File: src/rtl/uart_mp_pkg.sv
package uart_mp_pkg;

  typedef enum logic {
    RX_HUNT = 1'b0,
    RX_RECV = 1'b1
  } rx_state_t;

  function automatic logic vote3(input logic a, input logic b, input logic c);
    return (a & b) | (a & c) | (b & c);
  endfunction

endpackage

File: src/rtl/uart_mp_tx.sv
module uart_mp_tx #(
  parameter int DATA_W = 8,
  parameter int OVS    = 16
) (
  input  logic              clk,
  input  logic              rst_n,
  input  logic              baud_tick,
  input  logic [DATA_W-1:0] tx_data,
  input  logic              tx_valid,
  output logic              tx_ready,
  output logic              txd,
  output logic              tx_done,
  input  logic              tx_done_clr
);

  localparam int CW = $clog2(OVS);
  localparam int SW = DATA_W + 1;

  logic [CW-1:0] div_q;
  logic          roll;
  logic          busy_q, started_q, txd_q, done_q;
  logic [SW-1:0] sh_q;
  logic          accept, finish;

  assign roll   = baud_tick && (div_q == CW'(OVS - 1));
  assign accept = tx_valid && !busy_q;
  // sentinel drained: the stop bit has been on the line for a full period
  assign finish = busy_q && roll && started_q && (sh_q == '0);

  always_ff @(posedge clk or negedge rst_n) begin
    if (!rst_n)         div_q <= '0;
    else if (baud_tick) div_q <= div_q + 1'b1;
  end

  always_ff @(posedge clk or negedge rst_n) begin
    if (!rst_n) begin
      busy_q    <= 1'b0;
      started_q <= 1'b0;
      sh_q      <= '0;
      txd_q     <= 1'b1;
    end else if (accept) begin
      sh_q      <= {1'b1, tx_data};
      busy_q    <= 1'b1;
      started_q <= 1'b0;
    end else if (busy_q && roll) begin
      if (!started_q) begin
        txd_q     <= 1'b0;
        started_q <= 1'b1;
      end else if (finish) begin
        busy_q    <= 1'b0;
      end else begin
        txd_q     <= sh_q[0];
        sh_q      <= {1'b0, sh_q[SW-1:1]};
      end
    end
  end

  always_ff @(posedge clk or negedge rst_n) begin
    if (!rst_n)           done_q <= 1'b0;
    else if (finish)      done_q <= 1'b1;
    else if (tx_done_clr) done_q <= 1'b0;
  end

  assign tx_ready = !busy_q;
  assign txd      = txd_q;
  assign tx_done  = done_q;

  p_ready_drops_r2: assert property (@(posedge clk) disable iff (!rst_n)
    (tx_valid && tx_ready) |=> !tx_ready);

  p_idle_high_r3: assert property (@(posedge clk) disable iff (!rst_n)
    tx_ready |-> txd);

  p_done_with_ready_r4: assert property (@(posedge clk) disable iff (!rst_n)
    $rose(tx_done) |-> tx_ready);

  p_done_clear_r12: assert property (@(posedge clk) disable iff (!rst_n)
    (tx_done_clr && !finish) |=> !tx_done);

endmodule

File: src/rtl/uart_mp_rx.sv
module uart_mp_rx
  import uart_mp_pkg::*;
#(
  parameter int DATA_W = 8,
  parameter int OVS    = 16
) (
  input  logic              clk,
  input  logic              rst_n,
  input  logic              baud_tick,
  input  logic              rxd,
  input  logic              addr_filter,
  input  logic              rx_take,
  output logic [DATA_W-1:0] rx_data,
  output logic              rx_valid,
  output logic              rx_stop
);

  localparam int CW  = $clog2(OVS);
  localparam int FW  = DATA_W + 2;
  localparam int MID = OVS / 2;
  localparam int SA  = MID - 1;
  localparam int SB  = MID;
  localparam int SC  = MID + 1;

  rx_state_t         st_q;
  logic              armed_q, samp_a, samp_b;
  logic [CW-1:0]     cnt_q, cnt_nx;
  logic [FW-1:0]     sh_q, sh_nx;
  logic              vote, decide, false_start, frame_end, keep;
  logic [DATA_W-1:0] data_q;
  logic              valid_q, stop_q;

  assign cnt_nx      = cnt_q + 1'b1;
  assign vote        = vote3(samp_a, samp_b, rxd);
  assign sh_nx       = {vote, sh_q[FW-1:1]};
  assign decide      = baud_tick && (st_q == RX_RECV) && (cnt_nx == CW'(SC));
  // register still all ones means this decision is the start bit's
  assign false_start = decide && (&sh_q) && vote;
  // start-bit zero has walked to bit 0: the stop bit was just shifted in
  assign frame_end   = decide && !false_start && !sh_nx[0];
  assign keep        = frame_end && !valid_q && (!addr_filter || vote);

  always_ff @(posedge clk or negedge rst_n) begin
    if (!rst_n) begin
      st_q    <= RX_HUNT;
      armed_q <= 1'b0;
      cnt_q   <= '0;
      samp_a  <= 1'b0;
      samp_b  <= 1'b0;
      sh_q    <= '1;
    end else if (baud_tick) begin
      if (st_q == RX_HUNT) begin
        if (armed_q && !rxd) begin
          st_q    <= RX_RECV;
          cnt_q   <= '0;
          sh_q    <= '1;
          armed_q <= 1'b0;
        end else begin
          armed_q <= rxd;
        end
      end else begin
        cnt_q <= cnt_nx;
        if (cnt_nx == CW'(SA)) samp_a <= rxd;
        if (cnt_nx == CW'(SB)) samp_b <= rxd;
        if (false_start || frame_end) begin
          st_q    <= RX_HUNT;
          armed_q <= 1'b0;
        end else if (decide) begin
          sh_q    <= sh_nx;
        end
      end
    end
  end

  always_ff @(posedge clk or negedge rst_n) begin
    if (!rst_n) begin
      data_q  <= '0;
      stop_q  <= 1'b0;
      valid_q <= 1'b0;
    end else begin
      if (keep) begin
        data_q  <= sh_nx[DATA_W:1];
        stop_q  <= sh_nx[FW-1];
        valid_q <= 1'b1;
      end else if (rx_take) begin
        valid_q <= 1'b0;
      end
    end
  end

  assign rx_data  = data_q;
  assign rx_valid = valid_q;
  assign rx_stop  = stop_q;

  p_hold_when_full_r9: assert property (@(posedge clk) disable iff (!rst_n)
    (rx_valid && !rx_take) |=> ($stable(rx_data) && $stable(rx_stop)));

  p_filter_stop_r10: assert property (@(posedge clk) disable iff (!rst_n)
    ($rose(rx_valid) && $past(addr_filter)) |-> rx_stop);

  p_take_clears_r12: assert property (@(posedge clk) disable iff (!rst_n)
    (rx_valid && rx_take) |=> !rx_valid);

  p_no_rearm_r11: assert property (@(posedge clk) disable iff (!rst_n)
    (false_start || frame_end) |=> (st_q == RX_HUNT) && !armed_q);

endmodule

File: src/rtl/uart_mp_top.sv
module uart_mp_top #(
  parameter int DATA_W = 8,
  parameter int OVS    = 16
) (
  input  logic              clk,
  input  logic              rst_n,
  input  logic              baud_tick,
  input  logic [DATA_W-1:0] tx_data,
  input  logic              tx_valid,
  output logic              tx_ready,
  output logic              txd,
  output logic              tx_done,
  input  logic              tx_done_clr,
  input  logic              rxd,
  input  logic              addr_filter,
  input  logic              rx_take,
  output logic [DATA_W-1:0] rx_data,
  output logic              rx_valid,
  output logic              rx_stop
);

  uart_mp_tx #(.DATA_W(DATA_W), .OVS(OVS)) u_tx (
    .clk         (clk),
    .rst_n       (rst_n),
    .baud_tick   (baud_tick),
    .tx_data     (tx_data),
    .tx_valid    (tx_valid),
    .tx_ready    (tx_ready),
    .txd         (txd),
    .tx_done     (tx_done),
    .tx_done_clr (tx_done_clr)
  );

  uart_mp_rx #(.DATA_W(DATA_W), .OVS(OVS)) u_rx (
    .clk         (clk),
    .rst_n       (rst_n),
    .baud_tick   (baud_tick),
    .rxd         (rxd),
    .addr_filter (addr_filter),
    .rx_take     (rx_take),
    .rx_data     (rx_data),
    .rx_valid    (rx_valid),
    .rx_stop     (rx_stop)
  );

endmodule

File: config.mk
export PLATFORM = sky130hd
export DESIGN_NAME = uart_mp_top
export DESIGN_NICKNAME = d
export VERILOG_FILES = /design/src/rtl/uart_mp_pkg.sv /design/src/rtl/uart_mp_tx.sv /design/src/rtl/uart_mp_rx.sv /design/src/rtl/uart_mp_top.sv
export SDC_FILE = /design/constraint.sdc
export NUM_CORES = 1
export LEC_CHECK = 0
export BUFFER_PORTS_ARGS = -buffer_cell sky130_fd_sc_hd__buf_2
export CAP_MARGIN = 10
export CORE_MARGIN = 3
export CORE_UTILIZATION = 56
export DETAILED_ROUTE_END_ITERATION = 7
export PLACE_DENSITY = 0.78
export SYNTH_ARGS = -nofsm -noshare
export SYNTH_HDL_FRONTEND = slang
export SYNTH_SLANG_ARGS = --single-unit
File: constraint.sdc
create_clock -name clk -period 3 [get_ports clk]
set_input_delay 0.45 -clock clk [delete_from_list [all_inputs] [get_ports clk]]
set_output_delay 0.45 -clock clk [all_outputs]
set_load 0.005 [all_outputs]
Yosys cells after proc, flatten, opt, wreduce, memory -nomap -nowiden:

Index checks and enable logic that the tools add are counted.

* word-level logic and storage cells: 98
* memories kept: 0
* bits in writable memories: 0
* input port bits: 16
* output and inout bits: 13
* bits in latches: 0
* memory bits (read-only): 0
* register bits after elaboration: 45

* magnitude comparators: 0
* add/sub/neg operators: 2
* reductions and logical operators: 38
* $mul: 0
* bitwise operators: 6
* equal/unequal tests: 9
* div/mod/pow operators: 0
* muxes and demuxes: 28
* shifts and indexed selects: 0

Operators with widths (count)
* two-way mux 10 bit: 4
* two-way mux 9 bit: 4
* two-way mux 1 bit: 18
* AND reduction 3 bit: 5
* logical AND 1 bit: 14
* equality test 4 bit (second input constant): 3
* nonzero test 2 bit: 6
* AND reduction 10 bit: 1
* logical NOT 9 bit: 1
* adder 4 x 1 -> 4 bit (second input constant): 2
* two-way mux 4 bit: 2
* inequality test 2 bit (second input constant): 4
* logical NOT 1 bit: 6
* equality test 4 x 3 -> 1 bit (second input constant): 1
* AND reduction 2 bit: 2
* AND reduction 4 bit: 1
* bitwise AND 1 bit: 3
* logical OR 1 bit: 2
* inequality test 2 x 1 -> 1 bit (second input constant): 1
* OR 1 bit: 2
* NOT 1 bit: 1

Longest topological paths before layout:

Gate-level depths: netlist of the first run.

* word-level depth: 11
* gate-level depth with buffers: 6
* depth with buffers taken out: 5

By module:

A second synthesis of the first run with hierarchy kept.

* cells, all modules: 208
* area total of the unflattened synthesis: 2207.1 um^2

By module, submodules not included
* uart_mp_rx: area an instance 1436.4 um^2, instances 1, cells each 130, seq. area each 713.2 um^2
* uart_mp_tx: area an instance 770.7 um^2, instances 1, cells each 78, seq. area each 426.7 um^2

Worst setup path after synthesis of the first run:

No wires, ideal clock.

* path kind: reg-to-reg
* start: reg u_rx.cnt_q[0]
* end: reg u_rx.data_q[0], in the netlist u_rx.rx_data[0]
* data required time: 2.875 ns
* period minus slack after synthesis: 1.934 ns
* arrival time: 1.809 ns
* cell stages (with the launch flop): 6
* library setup time: 0.125 ns
* setup slack: 1.066 ns
* buffers on the path: 0
* cells stage by stage: dfrtp_1 -> ha_1 -> xnor2_1 -> nand3_1 -> nor3_4 -> mux2_2

* cells in the longest elaborated chain, start to end: 10

Ends and longest elaborated chain
* start: declaration: RTL line uart_mp_rx.sv:27 `logic [CW-1:0] cnt_q, cnt_nx;`
* start signal: assignment: RTL line uart_mp_rx.sv:62 `cnt_q <= cnt_nx;`
* adder 4 x 1 -> 4 bit (*): RTL line uart_mp_rx.sv:33 `assign cnt_nx = cnt_q + 1'b1;`
* equality test 4 bit (*): RTL line uart_mp_rx.sv:36 `assign decide = baud_tick && (st_q == RX_RECV) && (cnt_nx == CW'(SC));`
* logical AND 1 bit (*): RTL line uart_mp_rx.sv:36
* logical AND 1 bit (2 in series): RTL line uart_mp_rx.sv:38 `assign false_start = decide && (&sh_q) && vote;`
* logical NOT 1 bit: RTL line uart_mp_rx.sv:40 `assign frame_end = decide && !false_start && !sh_nx[0];`
* logical AND 1 bit (*) (2 in series): RTL line uart_mp_rx.sv:40
* logical AND 1 bit (*) (2 in series): RTL line uart_mp_rx.sv:41 `assign keep = frame_end && !valid_q && (!addr_filter || vote);`
* end signal: assignment: RTL line uart_mp_rx.sv:82 `data_q <= sh_nx[DATA_W:1];`
* end: declaration: RTL line uart_mp_rx.sv:30 `logic [DATA_W-1:0] data_q;`

Mark *: on every way between the ends. The rest lies on a longest branch, timed or not.
A chain may end at the register's enable or synchronous reset.

Worst setup path in the final report of the first run:

* start: reg u_rx.cnt_q[0]
* end: reg u_rx.data_q[5], in the netlist u_rx.rx_data[5]

The elaborated chain is that of the path after synthesis.

==> results.py, run 1 <==
metrics = {
    "routing": {
        "avgViaCountPerCell": 5.67,
        "routed_wl_mm": 3.94,
        "drt_iter0_drc": 92,
        "first_pass_iters": 4,
        "antenna_left": 0,
        "route.detailed.drc": 0,
        "post_drt_wl_per_cell_um": 14.5,
        "dr_total_vias": 1536,
    },
    "logic_synthesis": {
        "synth_area_um2": 2150,
        "synth_top_area_share": 0.396,
        "yosysWarningCount": 0,
        "yosysMostFrequentCell": "dfrtp_1",
        "ys_ff_latch": 45,
        "yosysSeqAreaShare": 0.530,
        "syn_avg_cell_area_um2": 11.0,
        "async_flop_share": 1.00,
        "yosysTopAreaCell": "dfrtp_1",
        "ys_top_cells_by_area": "dfrtp_1 40%, dfstp_2 13%, mux2_2 6.3%",
        "synth_nets": 216,
        "synth_cells": 195,
        "synth_flop_cell": "dfrtp_1",
        "ys_top_cells_by_count": "34 x dfrtp_1, 21 x nand2_1, 18 x inv_1, 17 x nor2_1, 12 x mux2_2",
        "ys_types": 49,
        "synth_edf_count": 0,
    },
    "clock_tree": {
        "cts_tree": "done",
        "clockBufferDepth": 2,
        "clkSlewWorstSetupHoldPaths_ns": 0.08,
        "cts_setup_buffers": 0,
        "post_cts_resized": 0,
        "clk_latency_ns": 0.29,
        "holdBufCountCts": 0,
        "htree_levels": 2,
        "numCtsBuffers": 5,
        "cts-root-buf": "clkbuf_8",
        "cts.sinks": 45,
    },
    "setup_path": {
        "endpoint_kind": "register",
        "slowest_delay_ns": 0.45,
        "crit_type": "register to register",
        "startpoint_type": "register",
        "worstPathRequired_ns": 3.18,
        "r2r_slack_ns": 0.83,
        "slowest_stage": "nor3_4",
        "rr_endpoint": "u_rx.rx_data[5]",
        "arrival_ns": 2.34,
        "reg2reg_from": "u_rx.cnt_q[0]",
        "crit_chain": "ha_1, xnor2_1, nand3_1, nor3_4, mux2_2",
        "cp_max_fo": 9,
        "reg2regPathDepth": 5,
    },
    "job": {
        "maxCapViolCount": 0,
    },
    "grt": {
        "overflow": 0,
        "grt_max_degree": 46,
        "grt_pass1_wl_mm": 6.79,
        "grt_usage": 0.195,
        "antenna_found_initial": 0,
        "grt_pass1_vias": 1537,
    },
    "sta": {
        "fin_crit_ns": 2.17,
        "slew_headroom": 0.370,
        "setup_tns_ns": 0,
        "finalSetupViolations": 0,
        "slew_viol_final": 0,
        "timing.final.crit_share": 0.722,
        "hold_violations": 0,
        "worstMarginPinSlew_ns": 0.944,
        "rsz0062_at_grt": "false",
        "max_freq_ghz": 0.461,
        "clock_skew_ns": 0.00791,
    },
    "finish": {
        "nNetsFinal": 245,
        "seq_area_um2": 1140,
        "final_area_um2": 2420,
        "fillCellCount": 269,
        "multi_input_area_um2": 908,
        "drive_gt1_frac": 0.298,
        "syn2layout_area_growth_pct": 12.7,
        "insertedDiodeCount": 0,
    },
    "power_and_ir_drop": {
        "power_density_nw_per_um2": 924,
        "ir_worst_vdd_uv": 459,
        "p_leak_nw": 1.21,
    },
    "worst_hold_path": {
        "hold_class": "input port to asynchronous set/reset pin",
    },
    "place": {
        "placed_area_um2": 2310,
        "io_buffers": 28,
        "gp_congestion": 0.799,
        "hpwl_mm": 2.93,
    },
    "floorplan": {
        "design.core.area_um2": 3520,
        "die_w_um": 68.0,
        "start_util": 0.611,
        "die_area_um2": 4620,
        "rows": 21,
        "die_height_um": 68.0,
        "io_pins": 29,
    },
    "status": {
        "status": "complete, no violations",
    },
}
[flip-flops by register name, summed over array words and instances (netlist names)]
register	cells
u_tx.started_q	1
u_rx.sh_q	10
u_tx.div_q	4
u_rx.cnt_q	4
u_rx.samp_b	1
u_rx.st_q	1
u_rx.samp_a	1
u_rx.rx_stop	1
u_rx.rx_data	8
u_tx.tx_done	1
u_tx.txd	1
u_tx.busy_q	1
u_rx.rx_valid	1
u_rx.armed_q	1
u_tx.sh_q	9
[power by group]
group          internal, mW  switching, mW
clock                 0.250          0.194
sequential            0.901          0.224
combinational         0.338          0.333
total                  1.49          0.751
[critical path: cells and delay by family, from the launching register on]
family                     cells  cell delay [ns]
muxes                          1             0.39
xor gates and xnor gates       1             0.27
and+or+nand+nor                2             0.70
DFF                            1             0.44
adders and majority gates      1             0.26
[how the worst max path moves through the flow]
stage,slack [ns],to,cells after the start,start
floorplan,1.07,u_rx.rx_data[0],5,u_rx.cnt_q[0]
detailed placement,0.85,u_rx.rx_data[5],5,u_rx.cnt_q[0]
CTS,0.81,u_rx.rx_data[5],5,u_rx.cnt_q[0]
global route,0.68,u_rx.rx_data[0],5,u_rx.cnt_q[0]
global placement,0.94,u_rx.sh_q[1],5,u_rx.cnt_q[0]
finish,0.83,u_rx.rx_data[5],5,u_rx.cnt_q[0]
[cells in the final DEF, fill, tap and decap left out, types with 2 or more instances in the layout]
master | netlist | routed
nand3_1 | 6 | 6
a22o_1 | 4 | 4
mux2i_1 | 8 | 8
and3_1 | 2 | 2
nor2_1 | 17 | 17
a31oi_1 | 4 | 4
nand2_1 | 21 | 21
dfrtp_1 | 34 | 34
and4_1 | 2 | 2
inv_1 | 18 | 18
a21oi_1 | 3 | 3
buf_2 | 1 | 28
o21ai_0 | 8 | 8
dfstp_2 | 11 | 11
xnor2_1 | 3 | 3
clkbuf_8 | 0 | 5
a22oi_1 | 2 | 2
mux2_2 | 12 | 12
ha_1 | 5 | 5
o22ai_1 | 2 | 2
a21o_1 | 2 | 2
[layer usage]
metal / vias up / GRT usage / routed length, um
met4: 0 / 0.0571 / 15
li1: 729 / - / -
met1: 763 / 0.244 / 1670
met2: 42 / 0.335 / 2080
met5: - / 0 / 0
met3: 2 / 0.0460 / 171
[per-stage QoR]
| step | std cells | power (mW) | setup slack (ns) | hold WS, ns | utilization |
|---|---|---|---|---|---|
| final | 271 | 2.24 | 0.833 | 0.301 | 0.689 |
| after CTS | 271 | 2.26 | 0.809 | 0.334 | 0.689 |
| after floorplan | 195 | 1.59 | 1.07 | 0.154 | - |
| after global placement | 263 | 1.75 | 0.944 | 0.456 | 0.657 |
| after global routing | 271 | 2.40 | 0.679 | 0.333 | 0.689 |
| after detailed placement | 263 | 1.81 | 0.848 | 0.480 | 0.657 |
[final cells by class]
type / instances / area share
clock inverter: 2 / 0.0160
tap: 46 / 0.0237
clock buffer: 6 / 0.0299
timing repair buffer: 28 / 0.0578
inverter: 18 / 0.0279
multi-input combinational: 126 / 0.375
sequential: 45 / 0.470
[cell families (layout without fill, tap and decap cells)]
kind of cell | count (synthesis) | in the layout | share of synthesized area
buffers and inverters | 24 | 54 | 0.0477
DFF | 45 | 45 | 0.530
AOI/OAI and AO/OA | 31 | 31 | 0.102
adders and majority gates | 6 | 6 | 0.0343
and+or+nand+nor | 64 | 64 | 0.157
xor gates and xnor gates | 5 | 5 | 0.0291
muxes | 20 | 20 | 0.100
No activity file was read; power rests on OpenSTA's default activity.
==> run 2: changes to the inputs <==
clock period = 2.24 ns   (was 3 ns; I/O delays follow)
==> run 2 against run 1 <==
Effect of this change:
- final area up 1.2%
- highest routed layer unchanged
- cell count increased by 1.5%
- wire length is 5.4% higher
==> results.py, run 2 (synthesis gave the netlist of run 1 again) <==
metrics = {
    "status": {
        "status": "complete, no violations",
    },
    "setup_path": {
        "r2r_slack_ns": 0.19,
        "crit_family": "simple AND/OR/NAND/NOR gates",
        "reg2reg_from": "u_rx.cnt_q[0]",
        "cp_max_fo": 9,
        "worstSetupEndpoint": "u_rx.rx_data[7]",
        "startpoint": "u_rx.cnt_q[0]",
        "startpoint_type": "register",
        "endpoint_kind": "register",
        "rr_endpoint": "u_rx.rx_data[7]",
        "worstPathRequired_ns": 2.43,
        "slowest_stage": "dfrtp_1",
        "crit_type": "register to register",
        "cp_num_cells": 5,
        "reg2regPathDepth": 5,
        "path_buf_inv": 0,
        "slowest_delay_ns": 0.44,
        "arrival_ns": 2.24,
        "crit_chain": "ha_1, xnor2_1, nand3_2, nor3_4, mux2_2",
    },
    "sta": {
        "setup_tns_ns": 0,
        "slew_viol_final": 0,
        "worstMarginPinSlew_ns": 0.449,
        "rsz0062_at_grt": "false",
        "max_freq_ghz": 0.487,
        "setup_slack_ns": 0.188,
        "hold_violations": 0,
        "fin_crit_ns": 2.05,
        "finalSetupViolations": 0,
        "timing.final.crit_share": 0.916,
        "clock_skew_ns": 0.00478,
        "slew_headroom": 0.698,
    },
    "routing": {
        "first_pass_iters": 4,
        "drt_iter0_drc": 68,
        "dr_total_vias": 1518,
        "post_drt_wl_per_cell_um": 15.1,
        "route.detailed.drc": 0,
        "avgViaCountPerCell": 5.52,
        "routed_wl_mm": 4.15,
        "antenna_left": 0,
    },
    "grt": {
        "grt_pass1_wl_mm": 7.22,
        "overflow": 0,
        "grt_max_degree": 22,
        "grt_usage": 0.211,
        "antenna_found_initial": 0,
        "grt_pass1_vias": 1579,
    },
    "floorplan": {
        "die_area_um2": 4620,
        "io_pins": 29,
        "design.core.area_um2": 3520,
        "die_w_um": 68.0,
        "start_util": 0.611,
        "rows": 21,
        "die_height_um": 68.0,
    },
    "power_and_ir_drop": {
        "switching_share": 0.346,
        "p_sw_mw": 1.03,
        "p_leak_nw": 1.23,
        "seq_power_share": 0.507,
        "p_int_mw": 1.95,
        "ir_worst_vdd_uv": 689,
        "combPwrFrac": 0.312,
        "power_density_nw_per_um2": 1220,
        "p_clk_frac": 0.181,
    },
    "clock_tree": {
        "htree_levels": 2,
        "clk_latency_ns": 0.30,
        "cts.sinks": 45,
        "clockBufferDepth": 2,
        "cts-root-buf": "clkbuf_8",
        "cts_tree": "done",
        "clkSlewWorstSetupHoldPaths_ns": 0.08,
        "numCtsBuffers": 5,
    },
    "place": {
        "gp_congestion": 0.787,
        "io_buffers": 28,
        "placed_area_um2": 2340,
        "hpwl_mm": 3.07,
        "pre_cts_ws_ns": 0.105,
    },
    "finish": {
        "layout_common_cells": "34 x dfrtp_1, 28 x buf_2, 21 x nand2_1",
        "fillCellCount": 277,
        "insertedDiodeCount": 0,
        "final_area_um2": 2450,
        "largest_register_ff_count": 10,
        "seq_area_um2": 1140,
        "regMostFlops": "u_rx.sh_q",
        "syn2layout_area_growth_pct": 14.1,
        "drive_gt1_frac": 0.319,
        "nNetsFinal": 249,
        "layout_commonest_cell": "dfrtp_1",
        "multi_input_area_um2": 916,
    },
    "worst_hold_path": {
        "hold_class": "input port to register",
    },
    "job": {
        "maxCapViolCount": 0,
    },
}
[run 2: metrics by stage]
stage | cells | total power, mW | hold slack (ns) | utilization
floorplan | 195 | 2.13 | 0.0404 | -
global placement | 266 | 2.34 | 0.201 | 0.663
detailed placement | 266 | 2.44 | 0.209 | 0.663
CTS | 275 | 3.00 | 0.215 | 0.695
global route | 275 | 3.21 | 0.222 | 0.697
finish | 275 | 2.99 | 0.220 | 0.697
[run 2: power by group through the flow]
stage	clock, mW	sequential, mW	combinational, mW
CTS	0.556	1.51	0.935
finish	0.542	1.51	0.931
detailed placement	0	1.52	0.923
global route	0.592	1.57	1.05
floorplan	0	1.43	0.697
global placement	0	1.49	0.859
[run 2: how the worst min path moves through the flow]
stage,startpoint,endpoint,depth (start not counted)
after detailed placement,rst_n,u_rx.rx_data[7],1
after global placement,rst_n,u_rx.rx_stop,1
final,tx_done_clr,u_tx.tx_done,2
after global routing,rx_take,u_rx.rx_valid,2
after CTS,rx_take,u_rx.rx_valid,2
after floorplan,rst_n,u_rx.armed_q,0
[run 2: layout make-up]
type / count / area share
Sequential cell: 45 / 0.464
Multi-Input combinational cell: 126 / 0.373
Timing Repair Buffer: 32 / 0.0703
Clock buffer: 7 / 0.0392
Inverter: 18 / 0.0275
Tap cell: 46 / 0.0234
Clock inverter: 1 / 0.00204
[run 2: layer usage]
| metal | global-route usage | vias to the layer above | share of wire | wire (um) |
|---|---|---|---|---|
| met2 | 0.363 | 29 | 0.52 | 2160 |
| met4 | 0.0819 | 0 | 0.015 | 63 |
| met1 | 0.265 | 747 | 0.43 | 1790 |
| met3 | 0.0345 | 6 | 0.034 | 140 |
| li1 | - | 736 | - | - |
| met5 | 0 | - | 0 | 0 |
[run 2: timing repair]
| item | in CTS | in global routing |
|---|---|---|
| setup buffers | 0 | 0 |
| hold buffers | 1 | 0 |
| setup endpoints to repair | 0 | 15 |
| resized for setup | 0 | 2 |
| hold endpoints to repair | 9 | 0 |
